`config.mk`:
```
export PLATFORM = sky130hd
export DESIGN_NAME = pkt_buf_id_mgr
export DESIGN_NICKNAME = d
export VERILOG_FILES = /design/src/rtl/pbuf_pkg.sv /design/src/rtl/pbuf_fifo.sv /design/src/rtl/pbuf_irq.sv /design/src/rtl/pkt_buf_id_mgr.sv
export SDC_FILE = /design/constraint.sdc
export NUM_CORES = 1
export LEC_CHECK = 0
export ABC_AREA = 1
export BUFFER_PORTS_ARGS = -buffer_cell sky130_fd_sc_hd__buf_4
export CAP_MARGIN = 20
export CORE_MARGIN = 2
export CORE_UTILIZATION = 55
export DETAILED_ROUTE_END_ITERATION = 7
export GPL_TIMING_DRIVEN = 1
export PLACE_DENSITY_LB_ADDON = 0.05
export SLEW_MARGIN = 30
export SYNTH_ARGS = -nofsm -noshare
export SYNTH_HDL_FRONTEND = slang
export SYNTH_HIERARCHICAL = 1
export SYNTH_SLANG_ARGS = --single-unit
```
`constraint.sdc`:
```
create_clock -name clk_i -period 6.7 [get_ports clk_i]
set_clock_uncertainty 0.2 [all_clocks]
set_input_delay 1.005 -clock clk_i [delete_from_list [all_inputs] [get_ports clk_i]]
set_output_delay 1.005 -clock clk_i [all_outputs]
set_load 0.1 [all_outputs]
```
`src/rtl/pbuf_pkg.sv`:
```
package pbuf_pkg;
  localparam int ID_W      = 5;
  localparam int LEN_W     = 7;
  localparam int EP_W      = 4;
  localparam int WORD_W    = 32;
  localparam int ID_LSB    = 0;
  localparam int LEN_LSB   = 8;
  localparam int SETUP_BIT = 19;
  localparam int EP_LSB    = 20;

  typedef struct packed {
    logic [EP_W-1:0]  ep;
    logic             setup;
    logic [LEN_W-1:0] len;
    logic [ID_W-1:0]  id;
  } rx_desc_t;

  localparam int DESC_W = $bits(rx_desc_t);

  function automatic logic [WORD_W-1:0] desc_to_word(rx_desc_t d);
    logic [WORD_W-1:0] w;
    w                      = '0;
    w[ID_LSB +: ID_W]      = d.id;
    w[LEN_LSB +: LEN_W]    = d.len;
    w[SETUP_BIT]           = d.setup;
    w[EP_LSB +: EP_W]      = d.ep;
    return w;
  endfunction
endpackage

```
`src/rtl/pbuf_fifo.sv`:
```
module pbuf_fifo #(
  parameter int WIDTH = 8,
  parameter int DEPTH = 4,
  localparam int PTR_W = (DEPTH > 1) ? $clog2(DEPTH) : 1,
  localparam int CNT_W = $clog2(DEPTH + 1)
) (
  input  logic             clk_i,
  input  logic             rst_ni,
  input  logic             push_i,
  input  logic [WIDTH-1:0] push_data_i,
  input  logic             pop_i,
  output logic [WIDTH-1:0] head_o,
  output logic [CNT_W-1:0] count_o,
  output logic             full_o,
  output logic             empty_o,
  output logic             drop_o
);
  logic [WIDTH-1:0] mem_q [DEPTH];
  logic [PTR_W-1:0] wptr_q, wptr_d, rptr_q, rptr_d;
  logic [CNT_W-1:0] cnt_q, cnt_d;
  logic             push_ok, pop_ok;

  function automatic logic [PTR_W-1:0] ptr_inc(logic [PTR_W-1:0] p);
    return (p == PTR_W'(DEPTH - 1)) ? '0 : p + 1'b1;
  endfunction

  assign full_o  = (cnt_q == CNT_W'(DEPTH));
  assign empty_o = (cnt_q == '0);
  assign push_ok = push_i && !full_o;
  assign pop_ok  = pop_i && !empty_o;
  assign drop_o  = push_i && full_o;
  assign head_o  = mem_q[rptr_q];
  assign count_o = cnt_q;

  always_comb begin
    wptr_d = push_ok ? ptr_inc(wptr_q) : wptr_q;
    rptr_d = pop_ok ? ptr_inc(rptr_q) : rptr_q;
    cnt_d  = cnt_q;
    if (push_ok && !pop_ok) cnt_d = cnt_q + 1'b1;
    if (pop_ok && !push_ok) cnt_d = cnt_q - 1'b1;
  end

  always_ff @(posedge clk_i or negedge rst_ni) begin
    if (!rst_ni) begin
      wptr_q <= '0;
      rptr_q <= '0;
      cnt_q  <= '0;
    end else begin
      wptr_q <= wptr_d;
      rptr_q <= rptr_d;
      cnt_q  <= cnt_d;
    end
  end

  always_ff @(posedge clk_i) begin
    if (push_ok) mem_q[wptr_q] <= push_data_i;
  end

  // occupancy never passes capacity
  a_r2_cnt_bound: assert property (@(posedge clk_i) disable iff (!rst_ni)
    cnt_q <= CNT_W'(DEPTH));
  // a push into a full queue with no pop leaves occupancy alone
  a_r3_drop_full: assert property (@(posedge clk_i) disable iff (!rst_ni)
    (push_i && full_o && !pop_i) |=> $stable(cnt_q));
  // a pop from an empty queue with no push leaves occupancy alone
  a_r7_pop_empty: assert property (@(posedge clk_i) disable iff (!rst_ni)
    (pop_i && empty_o && !push_i) |=> $stable(cnt_q) && $stable(rptr_q));
  // a simultaneous legal push and pop keeps occupancy
  a_r10_push_pop: assert property (@(posedge clk_i) disable iff (!rst_ni)
    (push_i && pop_i && !full_o && !empty_o) |=> $stable(cnt_q));
endmodule

```
`src/rtl/pbuf_irq.sv`:
```
module pbuf_irq (
  input  logic clk_i,
  input  logic rst_ni,
  input  logic enable_i,
  input  logic av_empty_i,
  input  logic rx_empty_i,
  input  logic rx_full_i,
  input  logic av_drop_i,
  output logic irq_pkt_rcvd_o,
  output logic irq_av_empty_o,
  output logic irq_rx_full_o,
  output logic irq_av_overflow_o
);
  logic ovf_q;

  always_ff @(posedge clk_i or negedge rst_ni) begin
    if (!rst_ni) ovf_q <= 1'b0;
    else         ovf_q <= av_drop_i;
  end

  assign irq_pkt_rcvd_o    = !rx_empty_i;
  assign irq_av_empty_o    = enable_i && av_empty_i;
  assign irq_rx_full_o     = enable_i && rx_full_i;
  assign irq_av_overflow_o = ovf_q;

  // status interrupts stay quiet while the interface is disabled
  a_r9_gated: assert property (@(posedge clk_i) disable iff (!rst_ni)
    !enable_i |-> !irq_av_empty_o && !irq_rx_full_o);
  // overflow is a single-cycle event per dropped write
  a_r3_ovf_pulse: assert property (@(posedge clk_i) disable iff (!rst_ni)
    (irq_av_overflow_o && !av_drop_i) |=> !irq_av_overflow_o);
endmodule

```
`src/rtl/pkt_buf_id_mgr.sv`:
```
module pkt_buf_id_mgr
  import pbuf_pkg::*;
#(
  parameter int AV_DEPTH = 4,
  parameter int RX_DEPTH = 4,
  parameter int STAT_W   = 3
) (
  input  logic              clk_i,
  input  logic              rst_ni,
  input  logic              enable_i,
  input  logic              sw_av_wr_i,
  input  logic [ID_W-1:0]   sw_av_id_i,
  input  logic              sw_rx_rd_i,
  output logic [WORD_W-1:0] sw_rx_data_o,
  output logic [ID_W-1:0]   eng_av_id_o,
  output logic              eng_nobuf_o,
  input  logic              eng_commit_i,
  input  logic [LEN_W-1:0]  eng_len_i,
  input  logic              eng_setup_i,
  input  logic [EP_W-1:0]   eng_ep_i,
  output logic [STAT_W-1:0] av_depth_o,
  output logic              av_full_o,
  output logic [STAT_W-1:0] rx_depth_o,
  output logic              rx_empty_o,
  output logic              irq_pkt_rcvd_o,
  output logic              irq_av_empty_o,
  output logic              irq_rx_full_o,
  output logic              irq_av_overflow_o
);
  localparam int AV_CNT_W = $clog2(AV_DEPTH + 1);
  localparam int RX_CNT_W = $clog2(RX_DEPTH + 1);

  logic [AV_CNT_W-1:0] av_cnt;
  logic [RX_CNT_W-1:0] rx_cnt;
  logic                av_empty, av_drop, rx_full, rx_drop, commit_ok;
  rx_desc_t            new_desc, rx_head;

  assign eng_nobuf_o = av_empty || rx_full;
  assign commit_ok   = eng_commit_i && !eng_nobuf_o;

  always_comb begin
    new_desc.id    = eng_av_id_o;
    new_desc.len   = eng_len_i;
    new_desc.setup = eng_setup_i;
    new_desc.ep    = eng_ep_i;
  end

  pbuf_fifo #(.WIDTH(ID_W), .DEPTH(AV_DEPTH)) u_av_fifo (
    .clk_i       (clk_i),
    .rst_ni      (rst_ni),
    .push_i      (sw_av_wr_i),
    .push_data_i (sw_av_id_i),
    .pop_i       (commit_ok),
    .head_o      (eng_av_id_o),
    .count_o     (av_cnt),
    .full_o      (av_full_o),
    .empty_o     (av_empty),
    .drop_o      (av_drop)
  );

  pbuf_fifo #(.WIDTH(DESC_W), .DEPTH(RX_DEPTH)) u_rx_fifo (
    .clk_i       (clk_i),
    .rst_ni      (rst_ni),
    .push_i      (commit_ok),
    .push_data_i (new_desc),
    .pop_i       (sw_rx_rd_i),
    .head_o      (rx_head),
    .count_o     (rx_cnt),
    .full_o      (rx_full),
    .empty_o     (rx_empty_o),
    .drop_o      (rx_drop)
  );

  assign sw_rx_data_o = rx_empty_o ? '0 : desc_to_word(rx_head);
  assign av_depth_o   = STAT_W'(av_cnt);
  assign rx_depth_o   = STAT_W'(rx_cnt);

  pbuf_irq u_irq (
    .clk_i             (clk_i),
    .rst_ni            (rst_ni),
    .enable_i          (enable_i),
    .av_empty_i        (av_empty),
    .rx_empty_i        (rx_empty_o),
    .rx_full_i         (rx_full),
    .av_drop_i         (av_drop),
    .irq_pkt_rcvd_o    (irq_pkt_rcvd_o),
    .irq_av_empty_o    (irq_av_empty_o),
    .irq_rx_full_o     (irq_rx_full_o),
    .irq_av_overflow_o (irq_av_overflow_o)
  );

  // refused commits never touch the completion queue
  a_r5_refuse: assert property (@(posedge clk_i) disable iff (!rst_ni)
    (eng_commit_i && eng_nobuf_o && !sw_rx_rd_i) |=> $stable(rx_depth_o));
  // accepted commit without a read grows the completion queue by one
  a_r4_commit: assert property (@(posedge clk_i) disable iff (!rst_ni)
    (eng_commit_i && !eng_nobuf_o && !sw_rx_rd_i)
      |=> rx_depth_o == $past(rx_depth_o) + 1'b1);
  // a write seen while full is followed by the overflow event
  a_r3_overflow: assert property (@(posedge clk_i) disable iff (!rst_ni)
    (sw_av_wr_i && av_full_o) |=> irq_av_overflow_o);
  // the completion queue never drops, since commits are gated
  a_r5_no_rx_drop: assert property (@(posedge clk_i) disable iff (!rst_ni)
    !rx_drop);
  // empty completion queue presents a zero word
  a_r7_zero_word: assert property (@(posedge clk_i) disable iff (!rst_ni)
    rx_empty_o |-> sw_rx_data_o == '0);
endmodule

```
Yosys cells after proc, flatten, opt, wreduce, memory -nomap -nowiden
Memory sizes are Yosys's and may differ from the RTL's.
Cells that the tools add are included.
- flip-flop bits (word level): 15
- output and inout port bits: 50
- bits in writable memories: 88
- word-level logic and storage cells: 62
- memories: 2
- input bits: 23
- multiplexer cells: 13
- $add $sub $neg: 8
- eq/ne operators: 6
- reductions and logical operators: 26
- memories (memory ; depth ; bits a word ; read ports ; clocked after Yosys merged registers in ; write ports ; RTL line ; RTL):
    u_rx_fifo.mem_q ; 4 ; 17 ; 1 ; 0 ; 1 ; pbuf_fifo.sv:18 ; logic [WIDTH-1:0] mem_q [DEPTH];
    u_av_fifo.mem_q ; 4 ; 5 ; 1 ; 0 ; 1 ; pbuf_fifo.sv:18 ;
- operators by type and width (kind ; count):
    24-bit two-way mux ; 1
    1-bit logical AND ; 12
    3-bit two-way mux ; 4
    1-bit logical NOT ; 9
    2-bit by 1-bit adder with 2-bit output, second input constant ; 4
    2-bit == test, second input constant ; 4
    2-bit two-way mux ; 4
    3-bit by 1-bit adder with 3-bit output, second input constant ; 2
    3-bit == test, second input constant ; 2
    3-bit logical NOT ; 2
    3-bit by 1-bit subtractor with 3-bit output, second input constant ; 2
    1-bit two-way mux ; 4
    2-bit nonzero test ; 2
    1-bit logical OR ; 1

Longest topological paths before layout
Gate-level depths: netlist of run 1.
- word-level depth: 9
- mapped depth: 16
- depth with buffers taken out: 16

Cells and area by module
The synthesis of run 1 kept the hierarchy.
- modules (own cells, without submodules) (module ; cells each ; area an instance (um^2) ; times used ; sequential area each (um^2)):
    pbuf_fifo at u_rx_fifo ; 261 ; 3245.6 ; 1 ; 2217.1
    pbuf_fifo at u_av_fifo ; 120 ; 1283.7 ; 1 ; 775.7
    pkt_buf_id_mgr ; 57 ; 289.0 ; 1 ; 0.0
    pbuf_irq ; 6 ; 43.8 ; 1 ; 25.0

Worst setup path before layout of run 1
Ideal clock, no wire load.
- path kind: flip-flop to output port
- start point: reg u_rx_fifo.cnt_q[0], in the netlist u_rx_fifo/count_o[0]
- end point: out sw_rx_data_o[10]
- stages on the path, launching flop included: 7
- setup slack: 2043 ps
- required time: 5495 ps
- data arrival time: 3452 ps
- buffers on the path: 2
- cell sequence: dfrtp_1 inv_1 nand3_2 inv_1 buf_6 buf_8 nor2_1
- longest elaborated chain between the ends: 2
- ends and longest elaborated chain (element ; RTL line ; RTL):
    start, declared ; pbuf_fifo.sv:20 ; logic [CNT_W-1:0] cnt_q, cnt_d;
    start signal, assigned ; pbuf_fifo.sv:51 ; cnt_q <= cnt_d;
    3-bit logical NOT ; pbuf_fifo.sv:28 ; assign empty_o = (cnt_q == '0);
    named net rx_empty_o ; pkt_buf_id_mgr.sv:24 ; output logic rx_empty_o,
    24-bit two-way mux ; pkt_buf_id_mgr.sv:74 ; assign sw_rx_data_o = rx_empty_o ? '0 : desc_to_word(rx_head);
    end, declared ; pkt_buf_id_mgr.sv:14 ; output logic [WORD_W-1:0] sw_rx_data_o,
The timed path passes the listed nets, and every way through them passes these cells.

==> results of run 1 <==
flip-flops by register name, summed over array words and instances, names as in the netlist:
signal and flops:
u_av_fifo/count_o 3, u_av_fifo/mem_q 20, u_av_fifo/rptr_q 2, u_av_fifo/wptr_q 2
u_irq/irq_av_overflow_o 1, u_rx_fifo/count_o 3, u_rx_fifo/mem_q 68, u_rx_fifo/rptr_q 2
u_rx_fifo/wptr_q 2
area by class of cell:
cell class / instances / share of cell area (%)
Clock buffer: 9 / 2.28
Multi-Input combinational cell: 223 / 22.8
Inverter: 100 / 6.96
Tap cell: 108 / 2.49
Clock inverter: 7 / 1.45
Sequential cell: 103 / 55.6
Timing Repair Buffer: 61 / 8.43
worst paths after layout:
| check | startpoint | to | slack [ns] | depth (start not counted) |
|---|---|---|---|---|
| setup / recovery | u_rx_fifo/rptr_q[1]$_DFFE_PN0P_ | sw_rx_data_o[1] | 3.37 | 6 |
| setup reg to reg | u_av_fifo/count_o[2]$_DFFE_PN0P_ | u_av_fifo/count_o[2]$_DFFE_PN0P_ | 4.04 | 15 |
| max in group asynchronous | rst_ni | u_rx_fifo/rptr_q[0]$_DFFE_PN0P_ | 5.83 | 1 |
| hold / removal | rst_ni | u_rx_fifo/rptr_q[0]$_DFFE_PN0P_ | 0.28 | 1 |
| min in group clk_i | u_rx_fifo/count_o[0]$_DFFE_PN0P_ | u_rx_fifo/count_o[0]$_DFFE_PN0P_ | 0.30 | 1 |
| hold reg to reg | u_rx_fifo/count_o[0]$_DFFE_PN0P_ | u_rx_fifo/count_o[0]$_DFFE_PN0P_ | 0.30 | 1 |
worst max-delay path, stage by stage (launching register included):
cell and delay [ns]:
dfrtp_1 0.90, inv_4 0.24, o211ai_1 0.18, nand2_1 0.09
inv_1 0.06, nor2_1 0.03, buf_4 0.25
placed cells by master (no fill, tap or decap), types with 2 or more instances in the layout:
| cell | instances |
|---|---|
| o211ai_2 | 2 |
| o21ai_0 | 2 |
| inv_6 | 2 |
| xnor2_1 | 2 |
| clkbuf_8 | 9 |
| nand4_1 | 2 |
| nand2_4 | 2 |
| o211ai_1 | 42 |
| edfxtp_1 | 88 |
| dfrtp_1 | 14 |
| conb_1 | 15 |
| nand3_2 | 2 |
| nand3_1 | 10 |
| nand2_1 | 96 |
| buf_4 | 61 |
| nor2_1 | 31 |
| fa_1 | 2 |
| clkinvlp_4 | 2 |
| ha_1 | 12 |
| nand3_4 | 2 |
| inv_2 | 2 |
| inv_1 | 97 |
metrics by stage:
stage	cells	util [%]	cell area (um^2)	setup slack (ns)	hold WS, ns
4_1_cts	611	62.9	5430	3.33	0.270
3_3_place_gp	595	60.5	5230	3.66	0.288
5_1_grt	611	62.9	5430	3.16	0.279
2_1_floorplan	456	-	4910	2.04	0.291
3_5_place_dp	595	60.6	5230	3.74	0.292
6_report	611	62.9	5430	3.37	0.278
routing by layer:
metal  wire length, um  share of wire (%)
met2              3780                 48
met4               165                2.1
met3               376                4.8
met1              3550                 45
met5                 0                  0
==> impl_metrics.ini, run 1 <==
[run_status]
status = finished clean

[clock_network]
clock_sinks = 103
postCtsHoldBufs = 0
cts_buffers = 9
postCtsSetupBuffers = 0
clk_path_buf_depth = 2
cts_root_buf = clkbuf_8
cts_resized = 0
clkTransAtPathRegs_ns = 0.10
cts_tree = yes
htree_levels = 3
clock_latency_ns = 0.36

[global_route]
grt_use_total_pct = 17.6
antenna_found_initial = 0
grt.busiest_layer = met2
grt_pass1_vias = 2813
grt_pass1_wl_um = 13300
gr-total-overflow = 0
use_met3_pct = 3.29
grt_use_met2_pct = 29.5
grt_max_degree = 72
met1_usage_pct = 22.4

[timing]
maxSlewViolCount = 0
max_freq_mhz = 300
worst_pin_slew_ns = 0.846
final.setup.tns_ns = 0
finalCritPeriodShare_pct = 49.7
rsz0062_at_grt = no
slew_headroom_pct = 43.6
setup_viol = 0
period_needed_ns = 3.33
finalHoldViolCount = 0

[finish]
layout.area.seq_um2 = 3020
fill_cells = 697
multi_input_area_um2 = 1240
synthToLayoutAreaGrowth_pct = 11.9
final_nets = 535
drive_above_1_share_pct = 17.9
diodes = 0

[floorplan]
dieWidth_um = 98.0
dieArea_um2 = 9590
io_pins = 73
core_area_um2 = 8640
initial_core_util_pct = 56.2
die_h_um = 98.0
rows = 34

[synthesis]
synth_cells = 442
synth_area_um2 = 4850
ys.warnings.count = 6
synth.avg_cell_area_um2 = 11.0

[setup_path]
worst_ep_required_time_ns = 5.49
critPathKind = reg2out
arrival_ns = 2.13
crit_path_end_kind = output port
start_kind = register
crit_fanout = 20

[routing]
dr_total_vias = 2960
vias_per_cell = 4.84
drt_first_pass_iters = 4
route.detailed.drc = 0
drtIter0Drc = 153
routed_wirelength_um = 7880
post_drt_wl_per_cell_um = 12.9
ant_nets = 0

[hold_path]
hp-class = in2async

[job]
drv_cap = 0

[placed_design]
place_hpwl_um = 5170
globalplace.congestion = 0.703
io_buffer_count = 57
Power of run 1 is not shown: default switching activity piles up to over one toggle a cycle in this logic, so the estimate is an artifact.
==> run 2, diff against run 1 <==
==> constraint.sdc (replaced) <==
create_clock -name clk_i -period 3.3 [get_ports clk_i]
set_clock_uncertainty 0.2 [all_clocks]
set_input_delay 0.495 -clock clk_i [delete_from_list [all_inputs] [get_ports clk_i]]
set_output_delay 0.495 -clock clk_i [all_outputs]
set_load 0.1 [all_outputs]
==> impl_metrics.ini, run 2 (synthesis results as in run 1) <==
[run_status]
status = finished clean

[finish]
largest_reg_flops = 68
layout_commonest_cell = inv_1
final_nets = 540
synthToLayoutAreaGrowth_pct = 14.9
diodes = 0
fill_cells = 693
multi_input_area_um2 = 1350
final_cell_mix = 97 x inv_1, 95 x nand2_1, 88 x edfxtp_1
largestRegisters = u_rx_fifo/mem_q x68, u_av_fifo/mem_q x20
drive_above_1_share_pct = 24.2
layout.area.seq_um2 = 3030
regMostFlops = u_rx_fifo/mem_q

[timing]
slew_headroom_pct = 54.1
final.setup.tns_ns = 0
finalCritPeriodShare_pct = 86.0
setup_viol = 0
rsz0062_at_grt = no
finalHoldViolCount = 0
max_freq_mhz = 352
maxSlewViolCount = 0
worst_pin_slew_ns = 0.689
timing.final.ws_setup_ns = 0.462
period_needed_ns = 2.84

[global_route]
use_met3_pct = 4.15
grt_pass1_wl_um = 13600
grt_use_met2_pct = 31.1
antenna_found_initial = 0
grt_use_total_pct = 18.2
gr-total-overflow = 0
met1_usage_pct = 22.1
grt.busiest_layer = met2
grt_max_degree = 43
grt_pass1_vias = 2919

[placed_design]
io_buffer_count = 57
globalplace.congestion = 0.722
place_hpwl_um = 5440
place_ws_ns = 0.852

[setup_path]
start_kind = register
worst_ep_required_time_ns = 2.60
arrival_ns = 2.14
critPathKind = reg2out
crit_fanout = 42
crit_path_end_kind = output port

[floorplan]
die_h_um = 98.0
rows = 34
dieWidth_um = 98.0
io_pins = 73
dieArea_um2 = 9590
initial_core_util_pct = 56.2
core_area_um2 = 8640

[clock_network]
cts_tree = yes
htree_levels = 3
clock_sinks = 103
cts_resized = 0
cts_root_buf = clkbuf_8
postCtsSetupBuffers = 0
clk_path_buf_depth = 2
clkTransAtPathRegs_ns = 0.11
cts_buffers = 9
clock_latency_ns = 0.37

[routing]
post_drt_wl_per_cell_um = 13.3
routed_wirelength_um = 8220
ant_nets = 0
route.detailed.drc = 0
drtIter0Drc = 95
dr_total_vias = 2971
vias_per_cell = 4.82
drt_first_pass_iters = 7

[hold_path]
hp-class = in2reg

[job]
drv_cap = 0
[run 2: cell count changes in the layout (fill, tap and decap cells not counted), sizes merged]
cell         delta
clkinvlp        -2
bufinv          -1
clkinv          +3
dlygate4sd3     +1
buf             +4
[run 2: repair_timing]
item,CTS,global route
hold buffers,1,0
endpoints found under the hold margin,15,0
endpoints found under the setup margin,0,0
[run 2: per-layer routing]
| metal | vias up | part of all wire, % | wire length [um] |
|---|---|---|---|
| met2 | 64 | 50 | 4130 |
| met5 | - | 0 | 0 |
| met4 | 0 | 1.8 | 147 |
| li1 | 1522 | - | - |
| met1 | 1375 | 43 | 3560 |
| met3 | 10 | 4.7 | 386 |
[run 2: area by class of cell]
cell class,count,area share [%]
clock buffer,9,2.22
clock inverter,7,1.32
inverter,100,6.77
multi-input combinational,223,24.1
sequential,103,54.2
tap,108,2.42
timing repair buffer,66,8.92
[run 2: per-stage QoR]
stage                     area (um^2)  std cells  utilization, %  hold WS (ns)
after floorplan                  5020        456               -     -0.000591
after global placement           5370        599            62.2         0.164
after detailed placement         5370        599            62.2         0.171
after CTS                        5580        616            64.6        0.0947
after global routing             5580        616            64.6        0.0909
final                            5580        616            64.6         0.114
[run 2: critical path, stage by stage (launching register included)]
cell	delay, ns
dfrtp_2	0.82
buf_4	0.32
o211ai_1	0.12
nand2_1	0.08
inv_1	0.06
nor2_4	0.06
buf_4	0.29
[run 2: final timing paths]
check                                                 start                               end  slack (ns)  cells past startpoint
max                         u_rx_fifo/rptr_q[0]$_DFFE_PN0P_                  sw_rx_data_o[10]        0.46                      6
min                                           sw_av_id_i[3]   u_av_fifo/mem_q[3][3]$_DFFE_PP_        0.11                      1
max reg2reg                u_av_fifo/count_o[2]$_DFFE_PN0P_  u_av_fifo/count_o[2]$_DFFE_PN0P_        0.86                     15
min reg2reg                u_rx_fifo/count_o[0]$_DFFE_PN0P_  u_rx_fifo/count_o[0]$_DFFE_PN0P_        0.29                      1
max in group asynchronous                            rst_ni  u_rx_fifo/count_o[1]$_DFFE_PN0P_        2.38                      2
min in group asynchronous                            rst_ni   u_av_fifo/wptr_q[1]$_DFFE_PN0P_        0.31                      2
Power of run 2 is left out for the same reason.
